## src/rtl/sig_status_pkg.sv

```systemverilog
package sig_status_pkg;

  typedef enum logic [1:0] {
    SEL_CPT  = 2'b00,
    SEL_CAR  = 2'b01,
    SEL_ANS  = 2'b10,
    SEL_NONE = 2'b11
  } det_sel_e;

  localparam int unsigned NUM_TONES = 3;

  // tone index i lands on status bit TONE_LSB + i; index 2 is call progress
  localparam int unsigned TONE_LSB  = 3;
  localparam int unsigned RING_BIT  = 6;
  localparam int unsigned FIXED_BIT = 7;
  localparam int unsigned MARK_BIT  = 0;

  function automatic logic [1:0] tone_code(input int unsigned idx);
    return 2'(NUM_TONES - 1 - idx);
  endfunction

endpackage

```

## src/rtl/sig_tone_gate.sv

```systemverilog
module sig_tone_gate
  import sig_status_pkg::*;
(
  input  logic                 clk_i,
  input  logic                 rst_ni,
  input  logic [NUM_TONES-1:0] tone_raw_i,
  input  logic [1:0]           det_sel_i,
  input  logic                 rx_en_i,
  output logic [NUM_TONES-1:0] tone_o
);

  logic [NUM_TONES-1:0] tone_d;

  for (genvar i = 0; i < NUM_TONES; i++) begin : g_tone
    localparam logic [1:0] CODE = tone_code(i);
    assign tone_d[i] = rx_en_i && (det_sel_i == CODE) && tone_raw_i[i];
  end

  always_ff @(posedge clk_i or negedge rst_ni) begin
    if (!rst_ni) tone_o <= '0;
    else         tone_o <= tone_d;
  end

endmodule

```

## src/rtl/sig_mark_timer.sv

```systemverilog
module sig_mark_timer #(
  parameter int unsigned MARK_BITS = 192
) (
  input  logic clk_i,
  input  logic rst_ni,
  input  logic en_i,
  input  logic bit_i,
  input  logic valid_i,
  output logic mark_o
);

  localparam int unsigned CNT_W = $clog2(MARK_BITS + 1);
  localparam logic [CNT_W-1:0] LIMIT = CNT_W'(MARK_BITS);

  logic [CNT_W-1:0] cnt_q;

  always_ff @(posedge clk_i or negedge rst_ni) begin
    if (!rst_ni)           cnt_q <= '0;
    else if (!en_i)        cnt_q <= '0;
    else if (valid_i) begin
      if (!bit_i)          cnt_q <= '0;
      else if (cnt_q != LIMIT) cnt_q <= cnt_q + CNT_W'(1);
    end
  end

  assign mark_o = (cnt_q == LIMIT);

endmodule

```

## src/rtl/sig_status_reg.sv

```systemverilog
module sig_status_reg
  import sig_status_pkg::*;
#(
  parameter int unsigned MARK_BITS = 192
) (
  input  logic       clk_i,
  input  logic       rst_ni,
  input  logic       ring_i,
  input  logic       cpt_i,
  input  logic       carrier_i,
  input  logic       answer_i,
  input  logic       rx_bit_i,
  input  logic       rx_bit_valid_i,
  input  logic [1:0] det_sel_i,
  input  logic       rx_en_i,
  output logic [7:0] status_o
);

  logic                 ring_q;
  logic [NUM_TONES-1:0] tone_q;
  logic                 mark;

  always_ff @(posedge clk_i or negedge rst_ni) begin
    if (!rst_ni) ring_q <= 1'b0;
    else         ring_q <= ring_i;
  end

  sig_tone_gate u_gate (
    .clk_i      (clk_i),
    .rst_ni     (rst_ni),
    .tone_raw_i ({cpt_i, carrier_i, answer_i}),
    .det_sel_i  (det_sel_i),
    .rx_en_i    (rx_en_i),
    .tone_o     (tone_q)
  );

  sig_mark_timer #(.MARK_BITS(MARK_BITS)) u_mark (
    .clk_i   (clk_i),
    .rst_ni  (rst_ni),
    .en_i    (rx_en_i),
    .bit_i   (rx_bit_i),
    .valid_i (rx_bit_valid_i),
    .mark_o  (mark)
  );

  always_comb begin
    status_o                                 = '0;
    status_o[FIXED_BIT]                      = 1'b1;
    status_o[RING_BIT]                       = ring_q;
    status_o[TONE_LSB +: NUM_TONES]          = tone_q;
    status_o[MARK_BIT]                       = mark;
  end

endmodule

```

## config.mk

```make
export PLATFORM = sky130hd
export DESIGN_NAME = sig_status_reg
export DESIGN_NICKNAME = d
export VERILOG_FILES = /design/src/rtl/sig_status_pkg.sv /design/src/rtl/sig_tone_gate.sv /design/src/rtl/sig_mark_timer.sv /design/src/rtl/sig_status_reg.sv
export SDC_FILE = /design/constraint.sdc
export NUM_CORES = 1
export LEC_CHECK = 0
export ABC_AREA = 1
export BUFFER_PORTS_ARGS = -buffer_cell sky130_fd_sc_hd__buf_2
export CAP_MARGIN = 20
export CELL_PAD_IN_SITES_DETAIL_PLACEMENT = 0
export CELL_PAD_IN_SITES_GLOBAL_PLACEMENT = 2
export CORE_ASPECT_RATIO = 0.6
export CORE_UTILIZATION = 28
export CTS_CLUSTER_DIAMETER = 60
export DETAILED_ROUTE_END_ITERATION = 8
export GPL_ROUTABILITY_DRIVEN = 0
export PLACE_DENSITY_LB_ADDON = 0.1
export SLEW_MARGIN = 15
export SYNTH_ARGS = -nofsm -noshare
export SYNTH_HDL_FRONTEND = slang
export SYNTH_SLANG_ARGS = --single-unit
```

## constraint.sdc

```tcl
create_clock -name clk_i -period 1.4 [get_ports clk_i]
set_input_delay 0.14 -clock clk_i [delete_from_list [all_inputs] [get_ports clk_i]]
set_output_delay 0.14 -clock clk_i [all_outputs]
set_load 0.02 [all_outputs]
```

# Yosys cells after proc, flatten, opt, wreduce, memory -nomap -nowiden
# Index checks and enable logic that the tools add are counted.
# op_classes
n_addsub	1
mul	0
div	0
n_lt_le_gt_ge	0
n_eq_ne	6
shifts	0
muxes	4
bitwise_logic	0
n_reduce_logical	8
# ops
cell	n
$mux W8	4
$add A8 B1 Y8 const B	1
$eq A8 B8 Y1 const B	1
$ne A8 B8 Y1 const B	1
$logic_and A1 B1 Y1	6
$ne A3 B2 Y1 const B	1
$eq A2 B1 Y1 const B	1
$eq A2 B2 Y1 const B	1
$logic_not A2 Y1	1
$ne A2 B2 Y1 const B	1
$reduce_and A2 Y1	1
# word_totals
ff_bits	12
latchBits	0
ram_bits	0
rom_bits	0
output_inout_bits	8
elab_cells	22
memories	0

# Depth between registers and ports, before layout
# logic_depth
word_depth	5
ltp_mapped	8
ltp_nobuf	8

# Hierarchy
# From an unflattened synthesis, not the netlist that was laid out.
# unflattened
cells_unflattened	97
area_unflattened_um2	723.2
# modules_own_cells
mod	n_inst	cells_each	area_per_inst_um2	seq_area_each_um2
sig_mark_timer	1	76	535.5	200.2
sig_tone_gate	1	13	117.6	75.1
sig_status_reg	1	8	70.1	25.0

# Worst setup path after synthesis
# No wires, ideal clock.
# synth_path
kind	register -> register
from	reg u_mark.cnt_q[0]
to	reg u_mark.cnt_q[6]
t_arrival_ns	1.175
required_time_ns	1.287
setup_slack_ns	0.112
path_stages_with_launch	9
n_path_buf	0
path_cell_list	dfrtp_1 -> inv_1 -> ha_1 -> nor3b_2 -> nand3_4 -> nand3_1 -> nand2_1 -> nand2_1 -> inv_1
# synth_between
elab_chain_len	5
# synth_rtl
item	line_no	text
from (decl)	sig_mark_timer.sv:15	logic [CNT_W-1:0] cnt_q;
from (signal assigned)	sig_mark_timer.sv:22	else if (cnt_q != LIMIT) cnt_q <= cnt_q + CNT_W'(1);
$add A8 B1 Y8	sig_mark_timer.sv:22	
$mux W8	sig_mark_timer.sv:22	
$mux W8	sig_mark_timer.sv:21	if (!bit_i) cnt_q <= '0;
$mux W8	sig_mark_timer.sv:20	else if (valid_i) begin
$mux W8	sig_mark_timer.sv:19	else if (!en_i) cnt_q <= '0;
# Several ways; a longest one is shown, not always the timed one. The select of a mux whose other input is x is not followed.
# A chain may end at the register's enable or synchronous reset.

# Final worst setup path
# Ends and elaborated chain as after synthesis.

==> reports/metrics.yaml <==
io_buffers: 15
vdd_ir_drop_max_uv: 423
core_sq_mm: 0.00252
synthCells: 95
die_w_um: 69.1
fin_crit_ps: 1470
layout_setup_ws_ps: -71.1
cp.required_ps: 1540
grt_pass1_wl_um: 2860
cp.arrival_ps: 1610
slew_viol_final: 0
hold_class: "input pin to flip-flop"
clock_path_buffers: 2
critPathLaunch: "u_mark.cnt_q[0]$_DFFE_PN0P_"
dpl.cell_count: 139
gr-total-overflow: 0
reg2reg_from: "u_mark.cnt_q[0]$_DFFE_PN0P_"
root_buffer: "clkbuf_8"
drv_cap: 0
cp_max_fo: 3
max_freq_mhz: 680
drc: 0
vias: 688
grt_max_degree: 13
cellLeakagePower_nw: 0.514
hold_start: "ring_i"
worstSetupEndpointType: "flip-flop"
die_h_um: 42.2
first_iter_violations: 27
max_slew.worst_pin.slew_ps: 514
cts_num_sinks: 12
ant_nets: 0
synth_cell_type_count: 21
wire_per_inst_um: 12.1
routed_wl_um: 1790
finalCritPeriodShare_pct: 105
syn_area_per_cell_sq_um: 7.96
cts_tree: "done"
cts_buffers: 3
antenna_found_initial: 0
rsz0062_at_grt: "true"
yosysTopAreaCell: "dfrtp_1"
finalNonFillerCells: 148
place_hpwl_um: 1340
synth.ff_latch_count: 12
io_pins: 19
status: "finished, violations left"
die-area_sq_mm: 0.00292
slew_headroom_pct: 65.7
critPathLaunchType: "flip-flop"
nFillCells: 286
syn_to_final_growth_pct: 31.0
skew_ps: 5.01
powerDensity_mw_per_mm2: 875
insertion_delay_ps: 240
nets: 130
path_class: "flip-flop to flip-flop"
start_util_pct: 30.0
htree_levels: 1
vias_per_cell: 4.65
violations: "negative setup slack"
synthTopCellsByArea: "dfrtp_1 (40%), nand2_1 (13%), inv_1 (6.5%)"
first_pass_iters: 4
synth_area_sq_um: 756
seq_area_frac_synth_pct: 39.7
synth_top_area_share_pct: 39.7
layout-drive-gt1-share_pct: 39.7
antenna_cells: 0
hold_viol: 0
setup_tns_ps: -287
grt_pass1_vias: 591
yosys_warnings: 0
finalSetupViolCount: 9
grt_usage_pct: 13.4
cts.clk_slew.worst_paths_ps: 60
row_count: 14
-- cells in the final DEF, fill, tap and decap left out, drive strengths merged --
master,count
nand2,28
buf,20
inv,14
dfrtp,12
nand3,9
o21ai,7
nand4,4
clkbuf,4
nor2,4
nor3,3
conb,3
or2,2
ha,2
nor3b,1
and2,1
nor4,1
dlygate4sd3,1
-- path summary, 6_finish.rpt --
path | slack (ps) | depth (start not counted) | end
min reg2reg | 540 | 2 | u_mark.cnt_q[4]$_DFFE_PN0P_
max reg2reg | -70 | 8 | u_mark.cnt_q[6]$_DFFE_PN0P_
max | -70 | 8 | u_mark.cnt_q[6]$_DFFE_PN0P_
min in group asynchronous | 310 | 2 | u_gate.tone_o[2]$_DFF_PN0_
max in group asynchronous | 860 | 2 | u_mark.cnt_q[2]$_DFFE_PN0P_
min | 20 | 1 | ring_q$_DFF_PN0_
-- layout make-up --
cell class	instances	area, sq um	area share (%)
Clock buffer	4	55.1	5.56
Sequential cell	12	300	30.3
Multi-Input combinational cell	65	413	41.7
Inverter	14	52.6	5.31
Timing Repair Buffer	21	129	13.0
Tap cell	32	40.0	4.05
-- report_power, final --
| group | total (mW) | leakage [nW] | switching [mW] | internal [mW] |
|---|---|---|---|---|
| clock network | 0.389 | 0.0288 | 0.140 | 0.249 |
| logic | 0.118 | 0.322 | 0.0699 | 0.0484 |
| registers | 0.359 | 0.164 | 0.00435 | 0.354 |
| total | 0.866 | 0.514 | 0.214 | 0.652 |
-- critical path, stage by stage, from the launching register on --
cell     delay (ps)
dfrtp_1         370
buf_4           110
buf_4           110
ha_1            190
nand4_1         180
o21ai_0         210
nand3_1          90
nand2_1          90
inv_1            30
-- repair_timing --
action,CTS,global route
pin swaps,0,5
gates resized for setup,8,7
setup buffers,2,1
hold buffers,1,0
endpoints found under the hold margin,12,0
cloned,0,1
setup endpoints to repair,6,9
-- state kept, by name, indices dropped and copies added (netlist names) --
signal	count
u_gate.tone_o	3
ring_q	1
u_mark.cnt_q	8
-- per-layer routing --
layer | GRT usage [%] | vias up | share of wire [%]
li1 | - | 339 | -
met3 | 5.77 | 2 | 9.6
met1 | 18.2 | 314 | 48
met2 | 19.8 | 33 | 42
met4 | 2.45 | 0 | 0.45
met5 | 0 | - | 0
-- stage by stage --
step | setup slack (ps) | util [%] | cell area, sq um | hold slack, ps | power [mW]
final | -71.1 | 39.2 | 990 | 15.2 | 0.866
after global routing | -174 | 39.2 | 990 | 4.43 | 0.913
after CTS | -55.4 | 37.6 | 948 | 14.4 | 0.866
after detailed placement | -8.24 | 33.3 | 841 | 52.4 | 0.459
after global placement | 36.1 | 33.3 | 841 | 51.7 | 0.457
after floorplan | 112 | - | 759 | -156 | 0.429
-- Yosys cell counts --
master / n
nor3b_2: 1
nor3_1: 3
nor4_1: 1
buf_6: 1
dfrtp_1: 12
and2_1: 1
nand3_1: 8
inv_1: 13
o21ai_0: 2
ha_1: 2
nor2_1: 4
or2_2: 1
o21ai_2: 5
nand2_8: 1
inv_2: 1
conb_1: 2
buf_4: 5
nand2_1: 26
nand4_1: 4
or2_1: 1
nand3_4: 1
-- cell families (layout without fill, tap and decap cells) --
kind of cell / Yosys count / after routing / share of synthesized area [%]
other: 2 / 3 / 0.994
AO/OA/AOI/OAI: 7 / 7 / 7.12
adder cells (fa/ha/maj): 2 / 2 / 3.31
AND/OR/NAND/NOR: 52 / 53 / 35.4
flip-flops: 12 / 12 / 39.7
buffers and inverters: 20 / 39 / 13.4
(Power assumes the default switching activity.)
